**config.mk**
```make
export PLATFORM = sky130hd
export DESIGN_NAME = keysearch_ctrl
export DESIGN_NICKNAME = d
export VERILOG_FILES = /design/src/rtl/ks_pkg.sv /design/src/rtl/ks_text_filter.sv /design/src/rtl/ks_key_walker.sv /design/src/rtl/ks_seq_fsm.sv /design/src/rtl/keysearch_ctrl.sv
export SDC_FILE = /design/constraint.sdc
export NUM_CORES = 1
export LEC_CHECK = 0
export BUFFER_PORTS_ARGS = -buffer_cell sky130_fd_sc_hd__clkbuf_2
export CORE_AREA = 2 2 224 226
export CTS_BUF_LIST = sky130_fd_sc_hd__clkbuf_4 sky130_fd_sc_hd__clkbuf_8
export DETAILED_ROUTE_END_ITERATION = 7
export DIE_AREA = 0 0 226 228
export GPL_TIMING_DRIVEN = 0
export PLACE_DENSITY = 0.7
export REMOVE_ABC_BUFFERS = 1
export SKIP_CTS_REPAIR_TIMING = 1
export SLEW_MARGIN = 15
export SYNTH_ARGS = -nofsm -noshare
export SYNTH_HDL_FRONTEND = slang
export SYNTH_HIERARCHICAL = 1
export SYNTH_SLANG_ARGS = --single-unit
export TNS_END_PERCENT = 5
```
**constraint.sdc**
```tcl
create_clock -name clk -period 3.98 [get_ports clk]
set_input_delay 0.398 -clock clk [delete_from_list [all_inputs] [get_ports clk]]
set_output_delay 0.398 -clock clk [all_outputs]
set_load 0.02 [all_outputs]
```
**src/rtl/ks_pkg.sv**
```systemverilog
package ks_pkg;

   typedef enum logic [2:0] {
      ST_IDLE,
      ST_LAUNCH,
      ST_AWAIT,
      ST_JUDGE,
      ST_FOUND,
      ST_EXHAUST
   } ks_state_e;

   // Printable alphabet: capitals, decimal digits, space
   function automatic logic char_legal(input logic [7:0] c);
      logic cap, dig, spc;
      cap = (c >= 8'h41) && (c <= 8'h5A);
      dig = (c >= 8'h30) && (c <= 8'h39);
      spc = (c == 8'h20);
      return cap | dig | spc;
   endfunction

endpackage

```
**src/rtl/ks_text_filter.sv**
```systemverilog
module ks_text_filter #(
   parameter int TEXT_BYTES = 16,
   localparam int TEXT_W = TEXT_BYTES * 8
) (
   input  logic [TEXT_W-1:0] text,
   output logic              all_ok
);
   logic [TEXT_BYTES-1:0] byte_ok;

   for (genvar i = 0; i < TEXT_BYTES; i++) begin : g_byte
      assign byte_ok[i] = ks_pkg::char_legal(text[i*8 +: 8]);
   end

   assign all_ok = &byte_ok;
endmodule

```
**src/rtl/ks_key_walker.sv**
```systemverilog
module ks_key_walker #(
   parameter int KEY_W = 24
) (
   input  logic             clk,
   input  logic             rst_n,
   input  logic             clear,
   input  logic             step,
   output logic [KEY_W-1:0] key,
   output logic             at_last
);
   always_ff @(posedge clk or negedge rst_n) begin
      if (!rst_n)     key <= '0;
      else if (clear) key <= '0;
      else if (step)  key <= key + KEY_W'(1);
   end

   assign at_last = &key;
endmodule

```
**src/rtl/ks_seq_fsm.sv**
```systemverilog
module ks_seq_fsm
   import ks_pkg::*;
(
   input  logic      clk,
   input  logic      rst_n,
   input  logic      go,
   input  logic      eng_done,
   input  logic      text_ok,
   input  logic      key_last,
   output ks_state_e state,
   output logic      launch,
   output logic      key_clear,
   output logic      key_step,
   output logic      grab_text,
   output logic      found_set,
   output logic      busy
);
   ks_state_e nxt;
   logic      resting;

   assign resting   = (state == ST_IDLE) || (state == ST_FOUND) || (state == ST_EXHAUST);
   assign key_clear = resting && go;
   assign grab_text = (state == ST_AWAIT) && eng_done;
   assign found_set = (state == ST_JUDGE) && text_ok;
   assign key_step  = (state == ST_JUDGE) && !text_ok && !key_last;
   assign launch    = (state == ST_LAUNCH);
   assign busy      = !resting;

   always_comb begin
      nxt = state;
      unique case (state)
         ST_IDLE, ST_FOUND, ST_EXHAUST: if (go) nxt = ST_LAUNCH;
         ST_LAUNCH: nxt = ST_AWAIT;
         ST_AWAIT:  if (eng_done) nxt = ST_JUDGE;
         ST_JUDGE: begin
            if (text_ok)       nxt = ST_FOUND;
            else if (key_last) nxt = ST_EXHAUST;
            else               nxt = ST_LAUNCH;
         end
         default: nxt = ST_IDLE;
      endcase
   end

   always_ff @(posedge clk or negedge rst_n) begin
      if (!rst_n) state <= ST_IDLE;
      else        state <= nxt;
   end
endmodule

```
**src/rtl/keysearch_ctrl.sv**
```systemverilog
module keysearch_ctrl
   import ks_pkg::*;
#(
   parameter int KEY_W = 24,
   parameter int TEXT_BYTES = 16,
   localparam int TEXT_W = TEXT_BYTES * 8
) (
   input  logic              clk,
   input  logic              rst_n,
   input  logic              go,
   input  logic [TEXT_W-1:0] cipher_in,
   output logic [KEY_W-1:0]  eng_key,
   output logic [TEXT_W-1:0] eng_cipher,
   output logic              eng_start,
   input  logic              eng_done,
   input  logic [TEXT_W-1:0] eng_text,
   output logic [KEY_W-1:0]  found_key,
   output logic [TEXT_W-1:0] found_text,
   output logic              draw_pulse,
   output logic              timer_run,
   output logic              not_found
);
   if (KEY_W < 2) begin : g_bad_key
      $error("keysearch_ctrl: KEY_W must be at least 2");
   end
   if (TEXT_BYTES < 1) begin : g_bad_text
      $error("keysearch_ctrl: TEXT_BYTES must be at least 1");
   end

   ks_state_e         state;
   logic              key_clear, key_step, grab_text, found_set, busy;
   logic              key_last, text_ok;
   logic [TEXT_W-1:0] text_q;

   ks_seq_fsm u_fsm (
      .clk       (clk),
      .rst_n     (rst_n),
      .go        (go),
      .eng_done  (eng_done),
      .text_ok   (text_ok),
      .key_last  (key_last),
      .state     (state),
      .launch    (eng_start),
      .key_clear (key_clear),
      .key_step  (key_step),
      .grab_text (grab_text),
      .found_set (found_set),
      .busy      (busy)
   );

   ks_key_walker #(.KEY_W(KEY_W)) u_walk (
      .clk     (clk),
      .rst_n   (rst_n),
      .clear   (key_clear),
      .step    (key_step),
      .key     (eng_key),
      .at_last (key_last)
   );

   ks_text_filter #(.TEXT_BYTES(TEXT_BYTES)) u_filt (
      .text   (text_q),
      .all_ok (text_ok)
   );

   always_ff @(posedge clk or negedge rst_n) begin
      if (!rst_n) begin
         text_q     <= '0;
         eng_cipher <= '0;
         found_key  <= '0;
         found_text <= '0;
         draw_pulse <= 1'b0;
      end else begin
         if (key_clear) eng_cipher <= cipher_in;
         if (grab_text) text_q <= eng_text;
         if (found_set) begin
            found_key  <= eng_key;
            found_text <= text_q;
         end
         draw_pulse <= found_set;
      end
   end

   assign timer_run = busy;
   assign not_found = (state == ST_EXHAUST);
endmodule

```
* Yosys cells after proc, flatten, opt, wreduce, memory -nomap -nowiden
Index checks and enable logic that the tools add are counted.
** Cells by class
- Add/subtract/negate cells :: 1
- $mul :: 0
- Divide/modulo/power cells :: 0
- Order comparisons :: 64
- Eq/ne operators :: 23
- Shifts and indexed selects :: 0
- Mux-type cells :: 7
- Bitwise operators :: 32
- Reduce and logical (&&, ||, !) cells :: 48
** Operators with widths (count)
- $eq A8 B6 Y1 const B :: 16
- $ge A8 B6 Y1 const B :: 16
- $ge A8 B7 Y1 const B :: 16
- $le A8 B6 Y1 const B :: 16
- $le A8 B7 Y1 const B :: 16
- $mux W24 :: 2
- $logic_and A1 B1 Y1 :: 37
- $or A1 B1 Y1 :: 32
- $add A24 B1 Y24 const B :: 1
- $reduce_and A24 Y1 :: 1
- $reduce_and A16 Y1 :: 1
- $mux W3 :: 4
- $pmux W3 S4 :: 1
- $eq A3 B2 Y1 const B :: 2
- $eq A3 B3 Y1 const B :: 2
- $ne A2 B2 Y1 const B :: 2
- $eq A3 B1 Y1 const B :: 1
- $logic_not A1 Y1 :: 3
- $logic_not A3 Y1 :: 1
- $reduce_or A3 Y1 :: 1
- $logic_or A1 B1 Y1 :: 2
- $reduce_and A2 Y1 :: 1
- $reduce_bool A2 Y1 :: 1
** Word-level totals
- Register bits :: 436
- Bits in latches :: 0
- Bits in writable memories :: 0
- Bits in read-only memories :: 0
- Input port bits :: 260
- Output and inout bits :: 308
- Logic and storage cells :: 182
- Memories kept :: 0

* Longest topological paths before layout
- Depth after elaboration :: 10
- Depth in mapped cells :: 11
- Depth with buffers taken out :: 10

* Cells and area by module
The synthesis kept the hierarchy.
** By module, submodules not included
- keysearch_ctrl :: instances 1, cells an instance 863, area an instance 15486.1 um2, sequential area each 10234.8 um2
- ks_key_walker :: instances 1, cells an instance 135, area an instance 1325.0 um2, sequential area each 600.6 um2
- ks_text_filter :: instances 1, cells an instance 166, area an instance 983.4 um2, sequential area each 0.0 um2
- ks_seq_fsm :: instances 1, cells an instance 23, area an instance 200.2 um2, sequential area each 75.1 um2

* Worst setup path before layout
No wires, ideal clock.
- Path kind :: flip-flop to flip-flop
- Start :: register text_q[82]
- End :: register u_walk.key[17]
- Arrival :: 3003 ps
- Data required time :: 3852 ps
- Slack :: 850 ps
- Stages on the path, launching flop included :: 12
- Buffers on the path :: 1
- Period minus slack after synthesis :: 3130 ps
- Path through :: dfrtp_1 or3_1 or4b_1 o2111ai_1 or4_1 nor4_2 nor4b_2 buf_6 nand4_1 or4_1 nor3_1 mux2_1
** Between the ends
- Longest elaborated chain between the ends :: 9
- Elaborated cells between the ends (all ways) :: 14
- Those cells by class :: order compare (4); eq/ne (1); bitwise (2); reduce/logical (7)
** RTL lines
- start, declared :: RTL line keysearch_ctrl.sv:33 : logic [TEXT_W-1:0] text_q;
- start signal, assigned :: RTL line keysearch_ctrl.sv:74 : if (grab_text) text_q <= eng_text;
- $ge A8 B7 Y1 (tied with other cells) :: RTL line ks_pkg.sv:15 : cap = (c >= 8'h41) && (c <= 8'h5A);
- $logic_and A1 B1 Y1, on equally long branches :: RTL line ks_pkg.sv:15, ks_pkg.sv:16
- $or A1 B1 Y1 :: RTL line ks_pkg.sv:18 : return cap | dig | spc;
- $or A1 B1 Y1 * :: RTL line ks_pkg.sv:18
- $reduce_and A16 Y1 * :: RTL line ks_text_filter.sv:14 : assign all_ok = &byte_ok;
- via text_ok :: RTL line keysearch_ctrl.sv:32 : logic key_last, text_ok;
- $logic_not A1 Y1 * :: RTL line ks_seq_fsm.sv:25 : assign key_step = (state == ST_JUDGE) && !text_ok && !key_last;
- $logic_and A1 B1 Y1 * (2 in series) :: RTL line ks_seq_fsm.sv:25
- via key_step :: RTL line keysearch_ctrl.sv:31 : logic key_clear, key_step, grab_text, found_set, busy;
- $reduce_bool A2 Y1 (no source line) *
- end signal, assigned :: RTL line ks_key_walker.sv:14 : else if (step) key <= key + KEY_W'(1);
- end, declared :: RTL line ks_key_walker.sv:8 : output logic [KEY_W-1:0] key,
Mark *: on every way through the listed nets, which the timed path passes. The rest lies on a longest branch.
A chain may end at the register's enable or synchronous reset.

* Worst setup path in the final report
- Start :: register text_q[103]
- End :: register found_text[117]
** Between the ends
- Longest elaborated chain between the ends :: 6
- Elaborated cells between the ends (all ways) :: 11
- Those cells by class :: order compare (4); eq/ne (1); bitwise (2); reduce/logical (4)
** RTL lines
- $ge A8 B7 Y1 (tied with other cells) :: RTL line ks_pkg.sv:15
- $logic_and A1 B1 Y1, on equally long branches :: RTL line ks_pkg.sv:15, ks_pkg.sv:16
- $or A1 B1 Y1 :: RTL line ks_pkg.sv:18
- $or A1 B1 Y1 * :: RTL line ks_pkg.sv:18
- $reduce_and A16 Y1 * :: RTL line ks_text_filter.sv:14
- via text_ok :: RTL line keysearch_ctrl.sv:32
- $logic_and A1 B1 Y1 * :: RTL line ks_seq_fsm.sv:24 : assign found_set = (state == ST_JUDGE) && text_ok;
- end signal, assigned :: RTL line keysearch_ctrl.sv:77 : found_text <= text_q;
- end, declared :: RTL line keysearch_ctrl.sv:18 : output logic [TEXT_W-1:0] found_text,
Marked as above.

==> out/qor.txt <==
clock root buffer = clkbuf_8
I/O Buffers = 567
Top FF cell, synth = dfrtp_1
CTS clk-pin slew, worst paths = 0.06 ns
Synth Instances = 1187
Final nets = 2321
largest net degree at the start of global routing = 104
register area = 10910 um^2
H-tree levels = 3
core area = 49350 um^2
hold crit path type = input pin to flip-flop
# IOs = 568
vias per cell = 4.894
Max Cap Viol = 0
max incr delay on CP = 0.72 ns
Die Area = 51530 um^2
# clock sinks = 436
Least-Margin Pin Slew = 0.8443 ns
Netlist Area Pre-Place = 17990 um^2
Cell Pwr Density = 655.0 nW/um^2
Synth cell types = 63
Vias = 13669
# rows = 82
DIE HEIGHT = 228 um
Async SR Flop Fraction = 100.0%
vias in the first global route = 13332
WL final = 56550 um
LEAKAGE = 12.60 nW
critical path peak fanout = 22
critical setup path kind = flip-flop to flip-flop
Crit-path slowest cell = and3_2
status = complete, no violations
drt first pass iters = 5
chip width = 226 um
Critical Path Sink Type = flip-flop
Final Hold Vio Count = 0
peak supply drop = 0.5449 mV
startpoint types = flip-flop
worst-path cell chain = nor4_1, o311ai_0, nor4_1, nand4_1, nor4_4, buf_4, and3_2, mux2_4
total CTS buffers = 76
Final Power = 17.01 mW
GRT Util Overall = 19.76%
fin util = 52.63%
setup TNS = 0 ns
Area Overhead vs Synth = 44.33%
antenna violations before repair = 11
clk buf depth = 3
CTS tree = built
Worst Skew = 0.03316 ns
clock latency on the worst-skew pair = 0.65 ns
DP Worst Slack = -0.7119 ns
number of routed nets with antenna violations = 0
Iter 0 DRT Violations = 642
Worst slew margin = 43.71%
register area share after synthesis = 60.63%
share of cells above drive strength 1 = 54.85%
Routed WL per cell = 20.25 um
fin crit share = 98.71%
Syn Area/Cell = 15.16 um^2
fin. max-slew vios = 0
DRC Markers = 0
FMAX = 254.5 MHz
Crit path required time = 4.48 ns
Layout fillers = 3974
final critical-path setup slack = 0.05115 ns
WP data arrival = 4.43 ns
Synth Warn # = 6
Worst path most repeated cell = nor4_1
first-pass GRT wire length = 78020 um
grt total ovfl = 0
gpl congestion = 0.8710
Detailed Place HPWL = 37420 um
final setup fails = 0
Seq cells post-synth = 436
Multi-input gate area = 6653 um^2
final period demand of the worst path = 3.929 ns
Post-synth EDFFs = 0
Starting Density = 36.46%
==> through the flow <==
step / instances / cell area (um^2) / hold slack (ns)
floorplan: 1135 / 17590 / 0.1024
global placement: 2374 / 21270 / 0.4824
detailed placement: 2388 / 21640 / 0.4453
CTS: 2519 / 23270 / -0.3110
global route: 2793 / 25970 / 0.003601
finish: 2793 / 25970 / 0.05009
==> cells in the final DEF (no fill, tap or decap), types with 4 or more instances in the layout <==
master	count
clkbuf_2	566
nor2_1	51
nand2_1	11
or2_2	4
clkbuf_8	94
or3_1	8
a21oi_1	14
dfrtp_1	434
nor4_1	14
inv_1	26
mux2i_1	6
buf_12	5
clkbuf_4	24
nand3_1	8
o21a_1	5
xor2_1	5
or4_1	5
dlygate4sd3_1	252
o21ai_0	20
mux2_4	80
diode_2	8
buf_4	11
o22ai_1	5
xnor2_1	9
mux2_2	329
buf_16	9
a221oi_1	14
nor3_1	16
o21ai_1	4
nand4_1	8
clkinv_2	6
==> Yosys cell counts, drive strengths merged (2+ instances only) <==
library cell  instances  area (um^2)
or3                  10        68.82
o2111ai               2        17.52
nor4                 15        100.1
mux2                411         4928
o211ai                2        15.01
o21a                  5        37.54
nor2                 52        195.2
a221oi               15        131.4
nand2b                4        27.53
o41ai                 2        17.52
o31ai                 2        15.01
and3                  3        20.02
nor3                 16        80.08
a21o                  3        22.52
xor2                  5        43.79
o21ai                24        120.1
nand2                11        41.29
buf                  50        391.6
inv                  26        97.59
nand4                10        92.59
mux2i                 6        60.06
a21oi                14        70.07
nor4b                 3        32.53
nor2b                 3        18.77
o22ai                 7        43.79
dfrtp               436        10910
or4b                  3        30.03
clkbuf                2        8.750
or4                   7        60.06
xnor2                 9        78.83
or2                   4        25.02
nand3                 8        40.04
==> power breakdown <==
part	leakage, nW	switching (mW)	internal (mW)
Sequential	5.52	1.42	5.82
Clock	0.863	1.89	2.53
Combinational	6.22	2.78	2.57
Total	12.6	6.08	10.9
==> kinds of logic (layout without fill, tap and decap cells) <==
group                      after synthesis  count (layout)  synth area share, %
xor gates and xnor gates                14              14               0.6814
adders and majority gates                1               1              0.06952
and+or+nand+nor                        154             156                4.840
buffers and inverters                   78            1002                2.767
AOI/OAI and AO/OA                       87              87                3.289
other                                    0               8                    0
muxes                                  417             417                27.72
DFF                                    436             436                60.63
==> layer usage <==
metal	track usage, %	wire length (um)	share of wire [%]	vias to the layer above
met5	0	32	0.057	-
met3	4.753	2995	5.3	167
met1	24.56	22350	40	6924
met2	32.10	28840	51	508
li1	-	-	-	6066
met4	9.892	2338	4.1	4
==> layout make-up <==
cell class | instances | share of cell area (%)
tap | 672 | 3.237
multi-input combinational | 675 | 25.62
antenna | 8 | 0.07708
timing repair buffer | 845 | 22.43
sequential | 436 | 42.02
inverter | 26 | 0.3758
clock inverter | 14 | 0.6263
clock buffer | 117 | 5.622
==> path summary, 6_finish.rpt <==
check | start | endpoint | slack [ns] | cells after the start
worst max-delay path | text_q[103]$_DFFE_PN0P_ | found_text[117]$_DFFE_PN0P_ | 0.05 | 8
worst min-delay path | cipher_in[37] | eng_cipher[37]$_DFFE_PN0P_ | 0.05 | 2
worst max register to register | text_q[103]$_DFFE_PN0P_ | found_text[117]$_DFFE_PN0P_ | 0.05 | 8
worst min register to register | eng_cipher[34]$_DFFE_PN0P_ | eng_cipher[34]$_DFFE_PN0P_ | 0.51 | 1
max in group asynchronous | rst_n | found_text[113]$_DFFE_PN0P_ | 2.28 | 4
min in group asynchronous | rst_n | found_text[105]$_DFFE_PN0P_ | 0.38 | 2
==> state kept, by name, summed over array words and instances (netlist names) <==
signal       count
text_q         128
eng_cipher     128
found_text     128
u_fsm/state      3
found_key       24
u_walk/key      24
draw_pulse       1
==> worst max-delay path, delay by kind of cell (launching register included) <==
family,cells,cell delay (ns)
compound gates,1,0.35
simple gates,5,2.43
mux,1,0.35
buf+inv,1,0.22
flops,1,0.42
(Power assumes the default switching activity.)
